[config.mk]
export PLATFORM = sky130hd
export DESIGN_NAME = corr_bpred
export DESIGN_NICKNAME = d
export VERILOG_FILES = /design/src/rtl/bp_corr_pkg.sv /design/src/rtl/bp_ghist.sv /design/src/rtl/bp_index.sv /design/src/rtl/bp_ctr_cell.sv /design/src/rtl/bp_ctr_table.sv /design/src/rtl/corr_bpred.sv
export SDC_FILE = /design/constraint.sdc
export NUM_CORES = 1
export LEC_CHECK = 0
export BUFFER_PORTS_ARGS = -buffer_cell sky130_fd_sc_hd__buf_2
export CAP_MARGIN = 20
export CORE_AREA = 2 2 129 131
export DETAILED_ROUTE_END_ITERATION = 7
export DIE_AREA = 0 0 131 133
export PLACE_DENSITY = 0.76
export SYNTH_ARGS = -nofsm -noshare
export SYNTH_HDL_FRONTEND = slang
export SYNTH_SLANG_ARGS = --single-unit
export TNS_END_PERCENT = 30
[constraint.sdc]
create_clock -name clk -period 4.65 [get_ports clk]
set_input_delay 0.2325 -clock clk [delete_from_list [all_inputs] [get_ports clk]]
set_output_delay 0.2325 -clock clk [all_outputs]
set_load 0.02 [all_outputs]
[src/rtl/bp_corr_pkg.sv]
package bp_corr_pkg;

    // Two-bit counter states; the MSB set means "predict not-taken".
    typedef enum logic [1:0] {
        CTR_WEAK_T   = 2'b00,
        CTR_STRONG_T = 2'b01,
        CTR_STRONG_N = 2'b10,
        CTR_WEAK_N   = 2'b11
    } ctr_state_t;

endpackage

[src/rtl/bp_ghist.sv]
module bp_ghist #(
    parameter int HIST_BITS = 2,
    localparam int HIST_W = (HIST_BITS > 0) ? HIST_BITS : 1
) (
    input  logic              clk,
    input  logic              rst_n,
    input  logic              shift_en,
    input  logic              outcome,
    output logic [HIST_W-1:0] hist_o
);

    generate
        if (HIST_BITS > 0) begin : g_hist
            logic [HIST_W-1:0] hist_q;

            always_ff @(posedge clk or negedge rst_n) begin
                if (!rst_n) begin
                    hist_q <= '0;
                end else if (shift_en) begin
                    hist_q <= HIST_W'({hist_q, outcome});
                end
            end

            assign hist_o = hist_q;
        end else begin : g_nohist
            logic in_unused;
            assign in_unused = ^{clk, rst_n, shift_en, outcome};
            assign hist_o    = '0;
        end
    endgenerate

endmodule

[src/rtl/bp_index.sv]
module bp_index #(
    parameter int ROW_BITS  = 4,
    parameter int HIST_BITS = 2,
    localparam int HIST_W = (HIST_BITS > 0) ? HIST_BITS : 1,
    localparam int IDX_W  = ROW_BITS + HIST_BITS
) (
    input  logic [ROW_BITS-1:0] row,
    input  logic [HIST_W-1:0]   hist,
    output logic [IDX_W-1:0]    idx
);

    generate
        if (HIST_BITS > 0) begin : g_corr
            assign idx = {row, hist};
        end else begin : g_local
            logic hist_unused;
            assign hist_unused = ^hist;
            assign idx         = row;
        end
    endgenerate

endmodule

[src/rtl/bp_ctr_cell.sv]
module bp_ctr_cell
    import bp_corr_pkg::*;
(
    input  logic       clk,
    input  logic       rst_n,
    input  logic       upd_en,
    input  logic       outcome,
    output ctr_state_t state_o,
    output logic       pred_o
);

    ctr_state_t state_q;
    ctr_state_t state_d;

    // State register
    always_ff @(posedge clk or negedge rst_n) begin
        if (!rst_n) begin
            state_q <= CTR_WEAK_N;
        end else begin
            state_q <= state_d;
        end
    end

    // Transitions: promote on taken, demote on not-taken, hold otherwise
    always_comb begin
        state_d = state_q;
        if (upd_en) begin
            unique case (state_q)
                CTR_STRONG_N: state_d = outcome ? CTR_WEAK_N   : CTR_STRONG_N;
                CTR_WEAK_N:   state_d = outcome ? CTR_WEAK_T   : CTR_STRONG_N;
                CTR_WEAK_T:   state_d = outcome ? CTR_STRONG_T : CTR_WEAK_N;
                CTR_STRONG_T: state_d = outcome ? CTR_STRONG_T : CTR_WEAK_T;
            endcase
        end
    end

    // Outputs
    always_comb begin
        unique case (state_q)
            CTR_STRONG_T, CTR_WEAK_T: pred_o = 1'b1;
            CTR_WEAK_N, CTR_STRONG_N: pred_o = 1'b0;
        endcase
    end

    assign state_o = state_q;

endmodule

[src/rtl/bp_ctr_table.sv]
module bp_ctr_table
    import bp_corr_pkg::*;
#(
    parameter int IDX_W = 6,
    localparam int NUM_CTR = 1 << IDX_W
) (
    input  logic                 clk,
    input  logic                 rst_n,
    input  logic [IDX_W-1:0]     rd_idx,
    input  logic                 wr_en,
    input  logic [IDX_W-1:0]     wr_idx,
    input  logic                 wr_taken,
    output logic                 rd_pred,
    output logic [2*NUM_CTR-1:0] ctr_flat
);

    logic [NUM_CTR-1:0] pred_vec;

    for (genvar i = 0; i < NUM_CTR; i++) begin : g_cell
        localparam logic [IDX_W-1:0] MY_IDX = IDX_W'(i);
        ctr_state_t st;

        bp_ctr_cell u_cell (
            .clk     (clk),
            .rst_n   (rst_n),
            .upd_en  (wr_en && (wr_idx == MY_IDX)),
            .outcome (wr_taken),
            .state_o (st),
            .pred_o  (pred_vec[i])
        );

        assign ctr_flat[2*i +: 2] = st;
    end

    assign rd_pred = pred_vec[rd_idx];

endmodule

[src/rtl/corr_bpred.sv]
module corr_bpred #(
    parameter int PC_W      = 32,
    parameter int ROW_BITS  = 4,
    parameter int HIST_BITS = 2
) (
    input  logic            clk,
    input  logic            rst_n,
    input  logic [PC_W-1:0] lk_pc,
    input  logic            up_valid,
    input  logic [PC_W-1:0] up_pc,
    input  logic            up_taken,
    output logic            lk_taken
);

    localparam int HIST_W  = (HIST_BITS > 0) ? HIST_BITS : 1;
    localparam int IDX_W   = ROW_BITS + HIST_BITS;
    localparam int NUM_CTR = 1 << IDX_W;
    localparam int ROW_LO  = 2;
    localparam int ROW_HI  = ROW_LO + ROW_BITS - 1;

    logic [HIST_W-1:0]    ghist;
    logic [IDX_W-1:0]     lk_idx;
    logic [IDX_W-1:0]     upd_idx;
    logic [2*NUM_CTR-1:0] ctr_flat;
    logic                 pc_unused;

    // The byte offset and the bits above the row field do not take part
    assign pc_unused = ^{lk_pc[PC_W-1:ROW_HI+1], lk_pc[ROW_LO-1:0],
                         up_pc[PC_W-1:ROW_HI+1], up_pc[ROW_LO-1:0]};

    bp_ghist #(.HIST_BITS(HIST_BITS)) u_ghist (
        .clk      (clk),
        .rst_n    (rst_n),
        .shift_en (up_valid),
        .outcome  (up_taken),
        .hist_o   (ghist)
    );

    bp_index #(.ROW_BITS(ROW_BITS), .HIST_BITS(HIST_BITS)) u_lk_index (
        .row  (lk_pc[ROW_HI:ROW_LO]),
        .hist (ghist),
        .idx  (lk_idx)
    );

    bp_index #(.ROW_BITS(ROW_BITS), .HIST_BITS(HIST_BITS)) u_up_index (
        .row  (up_pc[ROW_HI:ROW_LO]),
        .hist (ghist),
        .idx  (upd_idx)
    );

    bp_ctr_table #(.IDX_W(IDX_W)) u_table (
        .clk      (clk),
        .rst_n    (rst_n),
        .rd_idx   (lk_idx),
        .wr_en    (up_valid),
        .wr_idx   (upd_idx),
        .wr_taken (up_taken),
        .rd_pred  (lk_taken),
        .ctr_flat (ctr_flat)
    );

endmodule

==> flow_metrics.tcl <==
set metrics [dict create \
    dp_hpwl_um 10900 \
    cts.sinks 130 \
    wl_met3_um 912 \
    worstPathCellList "buf_4 -> mux4_2 -> a22oi_1 -> nand3_1 -> a211oi_1 -> a31o_1 -> buf_2" \
    track_usage 0.204 \
    core_area_um2 16200 \
    root_buffer "clkbuf_16" \
    drv_cap 0 \
    drive_above_1_share 0.276 \
    finalMaxSlewViolations 0 \
    hold_path_class "in2reg" \
    tritoncts "built" \
    critPathArrivalTime_ns 2.89 \
    synth_cell_types 49 \
    via_count 6156 \
    synth_top_cells_by_area "dfstp_2 (45%), o21ai_0 (6.2%), nand2_1 (4.9%)" \
    final.period_utilization 0.672 \
    fmax_mhz 320 \
    async_flop_share 1.00 \
    cp-start-kind "flop" \
    die_height_um 133 \
    synth_cells 817 \
    grt_pass1_wl_um 27900 \
    max_slew_margin 0.339 \
    grt_pass1_vias 5611 \
    dr.first_iter.drc_count 514 \
    min_period_ns 3.12 \
    worst_pin_slew_ns 0.989 \
    syn_to_final_growth_pct 11.1 \
    dr_wl_met2_um 7580 \
    place.gp.congestion 0.838 \
    cp_data_required_time_ns 4.42 \
    clk_latency_ns 0.43 \
    die_x_um 131 \
    p_per_area_nw_per_um2 352 \
    worstPathMaxFanout 22 \
    nets 886 \
    worstSetupPathType "reg2out" \
    grt_antenna_before_repair 1 \
    met1_length_um 7930 \
    synth.cell_area_um2 7510 \
    outcome "finished, final reports clean" \
    synth_edf_count 0 \
    hold_violations 0 \
    rsz0062_at_grt "no" \
    top_layer_used "met5" \
    fp-row-count 47 \
    yosysWarnings 0 \
    cellLeakagePower_uw 0.00326 \
    vias_per_cell 5.86 \
    numCtsBuffers 17 \
    htreeDepth 4 \
    power_uw 2940 \
    yosysSeqAreaShare 0.454 \
    cp-end-kind "primary output" \
    grt_overflow 0 \
    max_stage_delay_ns 0.63 \
    synth_top_area_share 0.448 \
    path_clk_slew_ns 0.06 \
    place_inst 1018 \
    ys_ff_latch 130 \
    initial_utilization 0.465 \
    cts_resized 0 \
    post-cts-setup-buffers 0 \
    finalSetupViolCount 0 \
    syn_nets 885 \
    syn_avg_cell_area_um2 9.20 \
    hold_slack_ns 0.129 \
    portBuffers 12 \
    drt-total-wl_um 16600 \
    synth_top_area_cell "dfstp_2" \
    cpMaxStageDelayCell "dfrtp_1" \
    insertedDiodeCount 0 \
    dieArea_um2 17400 \
    detail_route.first_pass.iterations 5 \
    setup_tns_ns 0 \
    ys.flop_type "dfstp_2" \
    final_cells 1051 \
    irDropWorstVdd_mv 0.283 \
    antenna_left 0 \
    grt_max_degree 58 \
    wl_per_cell_um 15.8 \
    remaining_drc_errors 0 \
    io_pins 69 \
    clk_path_buf_depth 2 \
    holdBufCountCts 0 \
    finalClockSkew_ns 0.00786 \
    utilization 0.516 \
]
## power by group
| part | total [µW] | switching [µW] | internal [µW] | leakage (µW) |
|---|---|---|---|---|
| combinational | 258 | 146 | 112 | 0.00162 |
| sequential | 1330 | 82.8 | 1250 | 0.00136 |
| clock | 1350 | 504 | 844 | 0.000282 |
## cells in the mapped netlist, types with 3 or more instances
cell type	instances
mux4_2	15
o31ai_1	5
nand3_1	56
nor2_4	5
o221a_2	20
a221o_1	22
nand4bb_1	6
buf_2	10
a22o_1	6
a21boi_0	27
o2bb2ai_1	11
mux2i_1	12
o21bai_1	10
or4b_4	3
nor2_2	5
and4b_1	4
o21ai_0	93
nor2_1	83
clkbuf_1	23
a31oi_1	6
o221a_1	9
nand2_1	99
inv_1	57
a22oi_1	3
a21oi_1	43
dfstp_2	128
nor3_1	27
## per-stage QoR
stage	instance area, µm²	setup WS [ns]
CTS	8330	1.32
global route	8350	1.34
global placement	7740	1.76
detailed placement	7740	1.77
floorplan	7510	2.59
finish	8350	1.53
## registers in the layout, summed over array words and instances, names as in the netlist
register	count
u_ghist.hist_o	2
u_table.g_cell.u_cell.state_o	128
## layer usage
| layer | vias up | global-route usage |
|---|---|---|
| met5 | - | 0 |
| met4 | 2 | 0.0656 |
| met3 | 20 | 0.0518 |
| met2 | 134 | 0.304 |
| met1 | 2995 | 0.291 |
| li1 | 3005 | - |
## path summary, 6_finish.rpt
path | startpoint | end | slack (ns) | cells after the start
setup / recovery | u_ghist.hist_o[1] | lk_taken | 1.53 | 7
hold / removal | up_valid | u_ghist.hist_o[0] | 0.13 | 2
setup reg to reg | u_ghist.hist_o[0] | u_table.g_cell[34].u_cell.state_o[0] | 2.04 | 6
hold reg to reg | u_table.g_cell[31].u_cell.state_o[1] | u_table.g_cell[31].u_cell.state_o[1] | 0.50 | 2
max in group asynchronous | rst_n | u_ghist.hist_o[0] | 3.72 | 2
min in group asynchronous | rst_n | u_table.g_cell[16].u_cell.state_o[0] | 0.17 | 1
## critical path, delay by kind of cell (launching register included)
kind | cells | cell delay, ns
simple gates | 1 | 0.09
flops | 1 | 0.63
buf+inv | 2 | 0.57
compound gates | 3 | 0.58
mux | 1 | 0.56
## area by class of cell
cell class / count / area (µm²)
fillers: 1452 / 7820
multi-input cells: 592 / 3720
flip-flops and latches: 130 / 3410
clock buffers: 24 / 492
well taps: 220 / 275
inverters: 58 / 218
repair buffers: 19 / 125
clock inverters: 8 / 101
## kinds of logic after synthesis
family | synth area share
flip-flops | 0.454
AO/OA/AOI/OAI | 0.239
buffers and inverters | 0.0501
multiplexers | 0.0624
AND/OR/NAND/NOR | 0.195
## cell usage in the layout (no fill, tap or decap), drive strengths merged, types with 4 or more instances in the layout
master     n
buf       19
inv       57
a21oi     43
o221a     29
or4b       4
o21bai    10
nor3      27
a31oi      6
a21boi    28
nand4bb    6
and4b      4
nand2     99
clkbuf    24
a221o     22
dfstp    128
mux2i     12
o21ai     93
nor2      93
o31ai      5
a22o       6
o2bb2ai   11
nand3     56
mux4      15
clkinv     4
Note: power is estimated with default switching activity, not from simulation.
